$ cat src/rtl/bec_pkg.sv
package bec_pkg;
   localparam int POL_W = 6;
   localparam int STS_W = 4;

   // status bit positions
   localparam int ST_REQ = 0;
   localparam int ST_RSP = 1;
   localparam int ST_DAT = 2;
   localparam int ST_EXT = 3;

   // policy register, packed MSB first: obs_en is bit 5, dat_chk bit 0
   typedef struct packed {
      logic obs_en;
      logic tgt_drv;
      logic init_drv;
      logic aerr_drv;
      logic rsp_chk;
      logic dat_chk;
   } pol_t;
endpackage

$ cat src/rtl/bec_par_chk.sv
module bec_par_chk #(
   parameter int W       = 2,
   parameter bit ODD_PAR = 1'b0
) (
   input  logic         clk,
   input  logic         rst_n,
   input  logic         sample,
   input  logic [W-1:0] bits,
   output logic         err_q
);
   logic bad;

   generate
      if (W < 2) begin : g_w_chk
         $error("bec_par_chk: W must cover data and parity");
      end
      if (ODD_PAR) begin : g_odd
         assign bad = ~(^bits);
      end else begin : g_even
         assign bad = ^bits;
      end
   endgenerate

   always_ff @(posedge clk) begin
      if (!rst_n) err_q <= 1'b0;
      else        err_q <= sample & bad;
   end
endmodule

$ cat src/rtl/bec_cfg.sv
module bec_cfg
   import bec_pkg::*;
#(
   parameter int DW = 8
) (
   input  logic             clk,
   input  logic             rst_n,
   input  logic             we,
   input  logic             addr,
   input  logic [DW-1:0]    wdata,
   input  logic             strap_n,
   input  logic [STS_W-1:0] sts_i,
   output pol_t             pol_o,
   output logic [STS_W-1:0] clr_o,
   output logic [DW-1:0]    rdata
);
   localparam int SW_BITS = POL_W - 1;

   logic [SW_BITS-1:0] sw_q;
   logic               obs_q;
   logic               wdata_unused;

   generate
      if (DW < POL_W) begin : g_dw_chk
         $error("bec_cfg: DW too narrow for policy register");
      end
   endgenerate

   assign wdata_unused = ^wdata[DW-1:SW_BITS];

   always_ff @(posedge clk) begin
      if (!rst_n)                sw_q <= '0;
      else if (we && addr == 1'b0) sw_q <= wdata[SW_BITS-1:0];
   end

   // strap follows the line while reset is held, frozen at release
   always_ff @(posedge clk) begin
      if (!rst_n) obs_q <= ~strap_n;
   end

   assign pol_o = pol_t'({obs_q, sw_q});
   assign clr_o = (we && addr == 1'b1) ? wdata[STS_W-1:0] : '0;

   always_comb begin
      rdata = '0;
      if (addr == 1'b0) rdata[POL_W-1:0] = pol_o;
      else              rdata[STS_W-1:0] = sts_i;
   end
endmodule

$ cat src/rtl/bec_status.sv
module bec_status
   import bec_pkg::*;
(
   input  logic             clk,
   input  logic             rst_n,
   input  logic [STS_W-1:0] set_i,
   input  logic [STS_W-1:0] clr_i,
   output logic [STS_W-1:0] sts_o
);
   for (genvar i = 0; i < STS_W; i++) begin : g_bit
      always_ff @(posedge clk) begin
         if (!rst_n)        sts_o[i] <= 1'b0;
         else if (set_i[i]) sts_o[i] <= 1'b1;
         else if (clr_i[i]) sts_o[i] <= 1'b0;
      end
   end
endmodule

$ cat src/rtl/bec_report.sv
module bec_report
   import bec_pkg::*;
(
   input  logic             clk,
   input  logic             rst_n,
   input  logic             dat_chk,
   input  logic             aerr_drv,
   input  logic             init_drv,
   input  logic             obs_en,
   input  logic             req_err_q,
   input  logic             rsp_err_q,
   input  logic             data_err_in,
   input  logic             aerr_in_n,
   output logic             aerr_out_n,
   output logic             berr_out_n,
   output logic [STS_W-1:0] set_o
);
   logic dat_q;
   logic ext_q;

   always_ff @(posedge clk) begin
      if (!rst_n) begin
         dat_q <= 1'b0;
         ext_q <= 1'b0;
      end else begin
         dat_q <= data_err_in & dat_chk;
         ext_q <= ~aerr_in_n & obs_en;
      end
   end

   assign aerr_out_n = ~(req_err_q & aerr_drv);
   // only initiator-side faults reach the bus-error line
   assign berr_out_n = ~((rsp_err_q | dat_q) & init_drv);

   always_comb begin
      set_o         = '0;
      set_o[ST_REQ] = req_err_q;
      set_o[ST_RSP] = rsp_err_q;
      set_o[ST_DAT] = dat_q;
      set_o[ST_EXT] = ext_q;
   end
endmodule

$ cat src/rtl/bus_err_ctrl.sv
module bus_err_ctrl
   import bec_pkg::*;
#(
   parameter int ADDR_LSB  = 3,
   parameter int ADDR_W    = 33,
   parameter int REQ_W     = 5,
   parameter int RS_W      = 3,
   parameter int STRAP_BIT = 8,
   parameter int CFG_DW    = 8,
   parameter bit ODD_PAR   = 1'b0
) (
   input  logic                            clk,
   input  logic                            rst_n,
   input  logic                            cfg_we,
   input  logic                            cfg_addr,
   input  logic [CFG_DW-1:0]               cfg_wdata,
   output logic [CFG_DW-1:0]               cfg_rdata,
   input  logic [ADDR_LSB+ADDR_W-1:ADDR_LSB] bus_addr_n,
   input  logic                            bus_ads_n,
   input  logic [REQ_W-1:0]                bus_req_n,
   input  logic                            bus_ap_n,
   input  logic [RS_W-1:0]                 bus_rs_n,
   input  logic                            bus_rsp_n,
   input  logic                            data_err_in,
   input  logic                            aerr_in_n,
   output logic                            aerr_out_n,
   output logic                            berr_out_n,
   output logic [3:0]                      sts_o
);
   localparam int ADDR_HI = ADDR_LSB + ADDR_W - 1;
   localparam int REQ_CW  = ADDR_W + 1 + REQ_W + 1;
   localparam int RSP_CW  = RS_W + 1;

   generate
      if (STRAP_BIT < ADDR_LSB || STRAP_BIT > ADDR_HI) begin : g_strap_chk
         $error("bus_err_ctrl: strap bit outside address range");
      end
      if (STS_W != 4) begin : g_sts_chk
         $error("bus_err_ctrl: status width mismatch");
      end
   endgenerate

   pol_t             pol;
   logic [STS_W-1:0] sts;
   logic [STS_W-1:0] sts_set;
   logic [STS_W-1:0] sts_clr;
   logic             req_err_q;
   logic             rsp_err_q;
   logic             rs_valid;

   assign rs_valid = (bus_rs_n != '1);

   bec_cfg #(.DW(CFG_DW)) u_cfg (
      .clk     (clk),
      .rst_n   (rst_n),
      .we      (cfg_we),
      .addr    (cfg_addr),
      .wdata   (cfg_wdata),
      .strap_n (bus_addr_n[STRAP_BIT]),
      .sts_i   (sts),
      .pol_o   (pol),
      .clr_o   (sts_clr),
      .rdata   (cfg_rdata)
   );

   bec_par_chk #(.W(REQ_CW), .ODD_PAR(ODD_PAR)) u_req_par (
      .clk    (clk),
      .rst_n  (rst_n),
      .sample (~bus_ads_n),
      .bits   ({bus_addr_n, bus_ads_n, bus_req_n, bus_ap_n}),
      .err_q  (req_err_q)
   );

   bec_par_chk #(.W(RSP_CW), .ODD_PAR(ODD_PAR)) u_rsp_par (
      .clk    (clk),
      .rst_n  (rst_n),
      .sample (rs_valid & pol.rsp_chk),
      .bits   ({bus_rs_n, bus_rsp_n}),
      .err_q  (rsp_err_q)
   );

   bec_report u_rpt (
      .clk         (clk),
      .rst_n       (rst_n),
      .dat_chk     (pol.dat_chk),
      .aerr_drv    (pol.aerr_drv),
      .init_drv    (pol.init_drv),
      .obs_en      (pol.obs_en),
      .req_err_q   (req_err_q),
      .rsp_err_q   (rsp_err_q),
      .data_err_in (data_err_in),
      .aerr_in_n   (aerr_in_n),
      .aerr_out_n  (aerr_out_n),
      .berr_out_n  (berr_out_n),
      .set_o       (sts_set)
   );

   bec_status u_sts (
      .clk   (clk),
      .rst_n (rst_n),
      .set_i (sts_set),
      .clr_i (sts_clr),
      .sts_o (sts)
   );

   assign sts_o = sts;
endmodule

$ cat config.mk
export PLATFORM = sky130hd
export DESIGN_NAME = bus_err_ctrl
export DESIGN_NICKNAME = d
export VERILOG_FILES = /design/src/rtl/bec_pkg.sv /design/src/rtl/bec_par_chk.sv /design/src/rtl/bec_cfg.sv /design/src/rtl/bec_status.sv /design/src/rtl/bec_report.sv /design/src/rtl/bus_err_ctrl.sv
export SDC_FILE = /design/constraint.sdc
export NUM_CORES = 1
export LEC_CHECK = 0
export ABC_AREA = 0
export BUFFER_PORTS_ARGS = -buffer_cell sky130_fd_sc_hd__buf_2
export CAP_MARGIN = 20
export CORE_MARGIN = 2
export CORE_UTILIZATION = 39
export CTS_BUF_LIST = sky130_fd_sc_hd__clkbuf_16
export DETAILED_ROUTE_END_ITERATION = 8
export PLACE_DENSITY = 0.75
export SYNTH_ARGS = -nofsm -noshare
export SYNTH_HDL_FRONTEND = slang
export SYNTH_SLANG_ARGS = --single-unit
$ cat constraint.sdc
create_clock -name clk -period 1.44 [get_ports clk]
set_input_delay 0.072 -clock clk [delete_from_list [all_inputs] [get_ports clk]]
set_output_delay 0.072 -clock clk [all_outputs]
set_load 0.005 [all_outputs]
==> metrics.yaml, run 1 <==
status: "finished, final reports clean"
criticalPathCategory: "in2reg"
synth-edff-count: 1
synth_common_cells: "xnor2_1 (33), dfxtp_1 (13), nor2_1 (10)"
cts.sinks: 14
clk_path_buf_depth: 2
area_growth_pct: 46.9
die_area_um2: 2810
ys_ff_latch: 14
die_w_um: 53.0
synth_top_family_by_area: "XOR/XNOR gates"
clk_latency_ns: 0.24
fin_nets: 229
synthAdderAreaFrac_pct: 0
p_leak_nw: 0.648
ctsHoldBuffers: 1
rsz0062_at_grt: "false"
start_util_pct: 42.0
ys_async_sr_fraction_pct: 0
clock_skew_ns: 0.00356
finalWirelength_mm: 1.96
grt-ovfl-total: 0
synth_mux_area_share_pct: 10.1
post-synth-top-count-cell: "xnor2_1"
drive_above_1_share_pct: 43.5
synthCells: 102
root_buffer: "clkbuf_16"
synth_xor_area_share_pct: 38.9
yosysTopAreaCellShare_pct: 30.8
setup_slack_ns: 0.238
cpMostUsedCell: "xnor2_1"
yosysWarningCount: 0
vias: 897
synthSimpleGateAreaFrac_pct: 12.3
min_period_ns: 1.20
synth_compound_area_share_pct: 3.74
fmax_ghz: 0.832
cp.required_ns: 1.55
slowest_delay_ns: 0.42
syn_avg_cell_area_um2: 9.19
yosys-top-cells-area: "xnor2_1 (31%), dfxtp_1 (28%), xor2_1 (5.6%)"
hold_viol: 0
cp_num_cells: 7
power_density_nw_per_um2: 1050
grt_pass1_vias: 862
grt_use_total_pct: 15.6
cts_made_buffers: 3
antenna_found_initial: 0
post_cts_buffers: 0
yosysTopAreaCell: "xnor2_1"
place_ws_ns: -0.0510
antenna_left: 0
dp_cells: 193
htreeDepth: 1
cp-end-kind: "flop"
setup_viol: 0
worstPathMaxFanout: 1
cp_cell_sequence: "buf_2, xnor2_1, xnor2_1, xnor2_1, xnor3_1, xnor2_1, nor3_1"
cts_resized: 0
dr.pass1.iters: 4
drt_iter0_drc: 5
grt_max_degree: 13
clk_pin_slew_ns: 0.04
synth_cell_types: 21
maxSlewViolCount: 0
port_buffers: 66
hold_path.class: "in2reg"
cp_num_buf_inv: 1
io_pins: 72
core-area_um2: 2230
yosysSeqAreaShare_pct: 31.0
crit_path_start_kind: "input pin"
slowest_stage: "xnor3_1"
vias_per_cell: 4.53
path_delay_family: "XOR/XNOR gates"
fin_crit_sh_pct: 83.4
row_count: 17
holdPathStages: 2
drv_cap: 0
gp_routability_congestion: 0.715
fp.dieH_um: 53.0
layout.cells.non_filler: 198
antennaDiodeCount: 0
grt_pass1_wl_mm: 3.20
r2r_cells: 1
crit_arrival_ns: 1.31
synth_area_um2: 937
synthFlopType: "dfxtp_1"
cts_tree: "done"
wl_per_cell_um: 9.89
drc: 0
ir_worst_vdd_mv: 0.648
==> area by class of cell <==
type | count | area [µm²]
Clock buffer | 3 | 75.1
Clock inverter | 1 | 3.75
Fill cell | 193 | 857
Inverter | 2 | 7.51
Multi-Input combinational cell | 82 | 617
Sequential cell | 14 | 290
Tap cell | 28 | 35.0
Timing Repair Buffer | 68 | 348
==> sequential cells by signal (all words and copies together) (netlist names) <==
register,count
u_cfg.obs_q,1
u_rpt.ext_q,1
u_rsp_par.err_q,1
u_req_par.err_q,1
u_sts.sts_o,4
u_cfg.sw_q,5
u_rpt.dat_q,1
==> cells by family after synthesis <==
logic type / Yosys count
AO/OA/AOI/OAI: 7
XOR/XNOR: 40
buffers and inverters: 7
flip-flops: 14
multiplexers: 9
other: 1
AND/OR/NAND/NOR: 24
==> where the power goes <==
part,internal [mW],leakage (nW),total [mW],switching [mW]
clock network,0.365,0.0385,0.506,0.141
logic,0.306,0.494,0.497,0.191
registers,0.421,0.116,0.435,0.0142
total,1.09,0.648,1.44,0.346
==> layout by cell type, fill, tap and decap left out <==
cell type | netlist | final
buf_2 | 0 | 66
edfxtp_1 | 1 | 1
buf_4 | 2 | 1
nor3b_1 | 1 | 1
clkbuf_16 | 0 | 3
xnor3_1 | 1 | 1
nor4b_1 | 1 | 1
o21ai_0 | 1 | 1
clkinv_1 | 0 | 1
nor2_1 | 10 | 10
nor2b_1 | 3 | 3
conb_1 | 1 | 2
a21oi_1 | 6 | 6
dlygate4sd3_1 | 0 | 1
and3_1 | 1 | 1
mux2_2 | 4 | 4
mux2i_1 | 5 | 5
xnor2_1 | 33 | 33
dfxtp_1 | 13 | 13
nor3_1 | 1 | 1
nand2_1 | 3 | 3
nand3_1 | 4 | 4
xor2_1 | 6 | 6
inv_1 | 2 | 2
==> routing by layer <==
layer  share of wire [%]  GRT usage (%)  vias up
li1                    -              -      461
met1                  37           16.4      367
met2                  47           27.9       62
met3                  14           4.52        7
met4                 2.0           8.12        0
met5                   0              0        -
==> worst paths after layout <==
| path | startpoint | endpoint | slack (ns) |
|---|---|---|---|
| max | bus_addr_n[35] | u_req_par.err_q$_SDFF_PN0_ | 0.24 |
| min | bus_ads_n | u_req_par.err_q$_SDFF_PN0_ | 0.03 |
| max reg2reg | u_cfg.obs_q$_DFFE_PN_ | u_rpt.ext_q$_SDFF_PN0_ | 0.81 |
| min reg2reg | u_rpt.ext_q$_SDFF_PN0_ | u_sts.sts_o[3]$_SDFFE_PN0P_ | 0.45 |
==> per-stage QoR <==
stage               hold slack [ns]  total power, mW   TNS [ns]  utilization [%]  instance area (µm²)
finish                       0.0294             1.44          0             61.6                 1380
global route                 0.0330             1.54          0             61.6                 1380
CTS                          0.0277             1.46          0             61.6                 1380
detailed placement            0.240            0.947    -0.0510             57.6                 1290
global placement              0.243            0.935  -0.000678             57.6                 1290
floorplan                     0.148            0.808          0                -                  941
Power figures use the tool's default switching activity.
==> run 2, diff against run 1 <==
Settings changed: CORE_UTILIZATION 39 to 35, PLACE_DENSITY 0.75 to 0.71.
Clock period 1.44 ns to 1 ns, I/O delays scaled along.
==> run 2 against run 1 <==
  * The run now ends with setup timing left
  * Clock power rose by 45%
  * Via count rose by 5.0%
  * Sequential share of layout area fell by 0.97 points
  * First-iteration DRC count rose to 4.6 times the previous value
  * Core utilization fell by 2.2 points
  * Largest power group is now combinational logic
  * Hold slack improved by 0.026 ns
  * Critical path depth did not move
  * Die area rose by 11%
==> metrics.yaml, run 2 (synthesis gave the netlist of run 1 again) <==
status: "finished with violations"
violations: "setup timing"
grt_use_total_pct: 14.3
rsz0062_at_grt: "true"
fin_nets: 234
cp-end-kind: "flop"
grt_pass1_vias: 917
port_buffers: 66
total_power_mw: 2.14
grt_max_degree: 12
vias_per_cell: 4.60
drc: 0
final_common_cell: "buf_2"
clk_pin_slew_ns: 0.04
ir_worst_vdd_mv: 0.839
crit_path_start_kind: "input pin"
grt_pass1_wl_mm: 3.61
cts_made_buffers: 3
fin_crit_sh_pct: 116
setup_viol: 1
power_density_nw_per_um2: 1440
vias: 942
antenna_found_initial: 0
fp.dieH_um: 55.7
dp_hpwl_mm: 1.77
setup_slack_ns: -0.156
p_leak_nw: 0.718
hold_path.class: "in2reg"
fmax_ghz: 0.865
holdWs_ns: 0.0553
wl_met2_mm: 1.15
die_w_um: 55.7
antennaDiodeCount: 0
row_count: 18
wl_per_cell_um: 10.5
crit_arrival_ns: 1.32
drive_above_1_share_pct: 52.0
top_register: "u_cfg.sw_q"
drv_cap: 0
root_buffer: "clkbuf_16"
clock_skew_ns: 0.000612
worstPathMaxFanout: 1
maxSlewViolCount: 0
wl_met1_um: 769
top_layer: "met4"
drt_iter0_drc: 23
cts_tree: "done"
io_pins: 72
clk_path_buf_depth: 2
hold_viol: 0
nFillCells: 241
setup_tns_ns: -0.156
dr.pass1.iters: 4
dr_wl_met3_um: 224
final_cell_mix: "buf_2 (64), xnor2_1 (28), nor2_1 (10), dfxtp_2 (7)"
area_growth_pct: 58.6
criticalPathCategory: "in2reg"
cts.sinks: 14
finalWirelength_mm: 2.15
clk_latency_ns: 0.24
min_period_ns: 1.16
start_util_pct: 37.5
largest_reg_flops: 5
place_ws_ns: -0.442
htreeDepth: 1
largestRegisters: "u_cfg.sw_q x5, u_sts.sts_o x4"
antenna_left: 0
core-area_um2: 2500
grt-ovfl-total: 0
cp.required_ns: 1.16
gp_routability_congestion: 0.838
die_area_um2: 3110
run 2: cell count changes in the layout (fill, tap and decap cells not counted):
cell / change
inv_1: +1
buf_4: +5
dfxtp_2: +7
xnor2_2: +5
buf_2: -2
mux2_2: -3
clkinv_1: -1
dfxtp_1: -7
buf_6: +2
mux2_4: +3
xnor2_1: -5
run 2: critical path: stages:
cell and delay (ns):
buf_2 0.12, xnor2_2 0.13, xnor2_1 0.18, xnor2_1 0.15
xnor3_1 0.43, xnor2_1 0.13, nor3_1 0.13
run 2: path summary, 6_finish.rpt:
check	start	endpoint	slack (ns)	cells after the start
setup / recovery	bus_addr_n[35]	u_req_par.err_q$_SDFF_PN0_	-0.16	7
hold / removal	data_err_in	u_rpt.dat_q$_SDFF_PN0_	0.06	2
setup reg to reg	u_cfg.sw_q[2]$_SDFFE_PN0P_	u_cfg.sw_q[2]$_SDFFE_PN0P_	0.26	3
hold reg to reg	u_rpt.ext_q$_SDFF_PN0_	u_sts.sts_o[3]$_SDFFE_PN0P_	0.44	2
run 2: stage by stage:
stage | util, % | instance area (µm²) | cells
global route | 59.5 | 1490 | 205
global placement | 52.8 | 1320 | 198
finish | 59.5 | 1490 | 205
CTS | 56.7 | 1420 | 203
detailed placement | 52.8 | 1320 | 198
floorplan | - | 948 | 103
run 2: repair_timing:
item	4_1_cts	5_1_grt
setup buffers	0	2
gates resized for setup	2	14
endpoints found under the setup margin	2	5
endpoints found under the hold margin	1	0
hold buffers	1	0
pin swaps	0	2
run 2: where the power goes:
part,internal [mW],switching [mW]
clock,0.526,0.209
combinational,0.477,0.293
sequential,0.610,0.0222
run 2: layout make-up:
cell class                 instances  area [µm²]  area share (%)
clock inverter                     1        3.75           0.253
clock buffer                       3        75.1            5.05
timing repair buffer              73         398            26.8
inverter                           2        7.51           0.505
multi-input combinational         82         666            44.8
tap                               30        37.5            2.53
sequential                        14         299            20.1
run 2: metal layers:
metal | vias to the layer above | track usage (%)
met1 | 417 | 14.4
met3 | 2 | 4.65
met5 | - | 0
met2 | 52 | 27.6
met4 | 0 | 3.83
li1 | 471 | -
==> run 3, diff against run 2 <==
==> constraint.sdc (replaced) <==
create_clock -name clk -period 1 [get_ports clk]
set_input_delay 0.05 -clock clk [delete_from_list [all_inputs] [get_ports clk]]
set_output_delay 0.05 -clock clk [all_outputs]
set_load 0.02 [all_outputs]
==> run 3 against run 2 <==
  * The run still ends with setup timing left
  * Maximum frequency decreased by 4.2%
  * Design area increased by 11%
  * Total power increased by 6.9%
  * Sequential share of layout area decreased by 1.9 points
  * Clock skew increased by 0.0050 ns
  * Sequential cell count unchanged
  * Sequential power about the same
  * Hold slack got worse by 0.0076 ns
  * Die area unchanged
  * Critical path type unchanged
  * Critical endpoint unchanged
  * Largest cell class unchanged
==> metrics.yaml, run 3 (synthesis gave the netlist of run 1 again) <==
nFillCells: 196
drt_iter0_drc: 7
io_pins: 72
regArea_um2: 300
clk_latency_ns: 0.24
setup_tns_ns: -0.221
dp_cells: 199
place_ws_ns: -0.441
die_w_um: 55.7
hold_path.class: "in2reg"
antennaDiodeCount: 0
p_leak_nw: 0.769
crit_arrival_ns: 1.36
grt_use_total_pct: 14.7
vias: 953
row_count: 18
root_buffer: "clkbuf_16"
die_area_um2: 3110
ir_worst_vdd_mv: 1.63
htreeDepth: 1
hold_viol: 0
drv_cap: 0
layout.cells.non_filler: 208
fin_crit_sh_pct: 121
wl_met2_mm: 1.25
placement.cell_area_um2: 1330
top_layer: "met4"
crit_path_start_kind: "input pin"
antenna_found_initial: 0
violations: "setup timing"
gp_routability_congestion: 0.842
fp.dieH_um: 55.7
criticalPathCategory: "in2reg"
power_density_nw_per_um2: 1390
dp_hpwl_mm: 1.84
fmax_ghz: 0.829
drive_above_1_share_pct: 55.1
finalWirelength_mm: 2.23
cp-end-kind: "flop"
largest_reg_flops: 5
grt_max_degree: 12
cpMostUsedCell: "xnor2_1"
multi_input_area_um2: 733
dr.pass1.iters: 4
top_register: "u_cfg.sw_q"
clock_skew_ns: 0.00559
r2r_cells: 3
wl_per_cell_um: 10.7
dr_wl_met3_um: 226
cp_cell_sequence: "buf_2, xnor2_4, xnor2_2, xnor2_1, xnor3_1, xnor2_1, nor3_1"
rsz0062_at_grt: "true"
holdPathStages: 3
grt_pass1_vias: 944
clk_path_buf_depth: 2
port_buffers: 66
fin_nets: 237
cts_tree: "done"
setup_viol: 4
drc: 0
cts_made_buffers: 3
clk_pin_slew_ns: 0.05
cp.required_ns: 1.16
core-area_um2: 2500
slowest_delay_ns: 0.41
min_period_ns: 1.21
largestRegisters: "u_cfg.sw_q x5, u_sts.sts_o x4"
final_common_cell: "buf_2"
vias_per_cell: 4.58
wl_met1_um: 709
start_util_pct: 37.5
grt-ovfl-total: 0
cts.sinks: 14
area_growth_pct: 75.7
post-route-util_pct: 65.9
antenna_left: 0
r2r_setup_slack_ns: 0.27
status: "finished with violations"
final_area_um2: 1650
worstPathMaxFanout: 1
total_power_mw: 2.29
holdWs_ns: 0.0478
slowest_stage: "xnor3_1"
setup_slack_ns: -0.207
final_cell_mix: "buf_2 (53), xnor2_1 (26), buf_6 (11), nor2_1 (10), buf_4 (10)"
maxSlewViolCount: 0
grt_pass1_wl_mm: 3.64
-- run 3: final timing paths --
| check | to | startpoint |
|---|---|---|
| max reg2reg | u_sts.sts_o[2]$_SDFFE_PN0P_ | u_sts.sts_o[2]$_SDFFE_PN0P_ |
| max | u_req_par.err_q$_SDFF_PN0_ | bus_addr_n[11] |
| min reg2reg | u_sts.sts_o[3]$_SDFFE_PN0P_ | u_rpt.ext_q$_SDFF_PN0_ |
| min | u_cfg.sw_q[4]$_SDFFE_PN0P_ | cfg_wdata[4] |
-- run 3: cell type report --
| type | count | area share (%) |
|---|---|---|
| clock inverters | 1 | 0.228 |
| clock buffers | 3 | 4.56 |
| inverters | 2 | 0.456 |
| well taps | 30 | 2.28 |
| multi-input cells | 82 | 44.5 |
| repair buffers | 76 | 29.7 |
| flip-flops and latches | 14 | 18.2 |
-- run 3: per-layer routing --
metal | up-vias | track usage (%)
li1 | 478 | -
met1 | 416 | 13.1
met2 | 53 | 29.8
met3 | 6 | 5.35
met4 | 0 | 4.53
met5 | - | 0
-- run 3: power by group --
group	switching (mW)	internal, mW	leakage, nW
Combinational	0.361	0.543	0.611
Clock	0.223	0.528	0.0385
Sequential	0.0206	0.610	0.119
Total	0.605	1.68	0.769
-- run 3: critical path, delay by kind of cell --
| family | cells | cell delay, ns |
|---|---|---|
| XOR/XNOR | 5 | 1.00 |
| buffers and inverters | 1 | 0.13 |
| AND/OR/NAND/NOR | 1 | 0.19 |
-- run 3: timing repair --
| action | in CTS | in global routing |
|---|---|---|
| cloned | 0 | 0 |
| setup buffers | 4 | 0 |
| resized for setup | 26 | 15 |
| hold buffers | 1 | 0 |
| endpoints found under the setup margin | 5 | 6 |
| hold endpoints to repair | 1 | 0 |
| pin swaps | 3 | 10 |
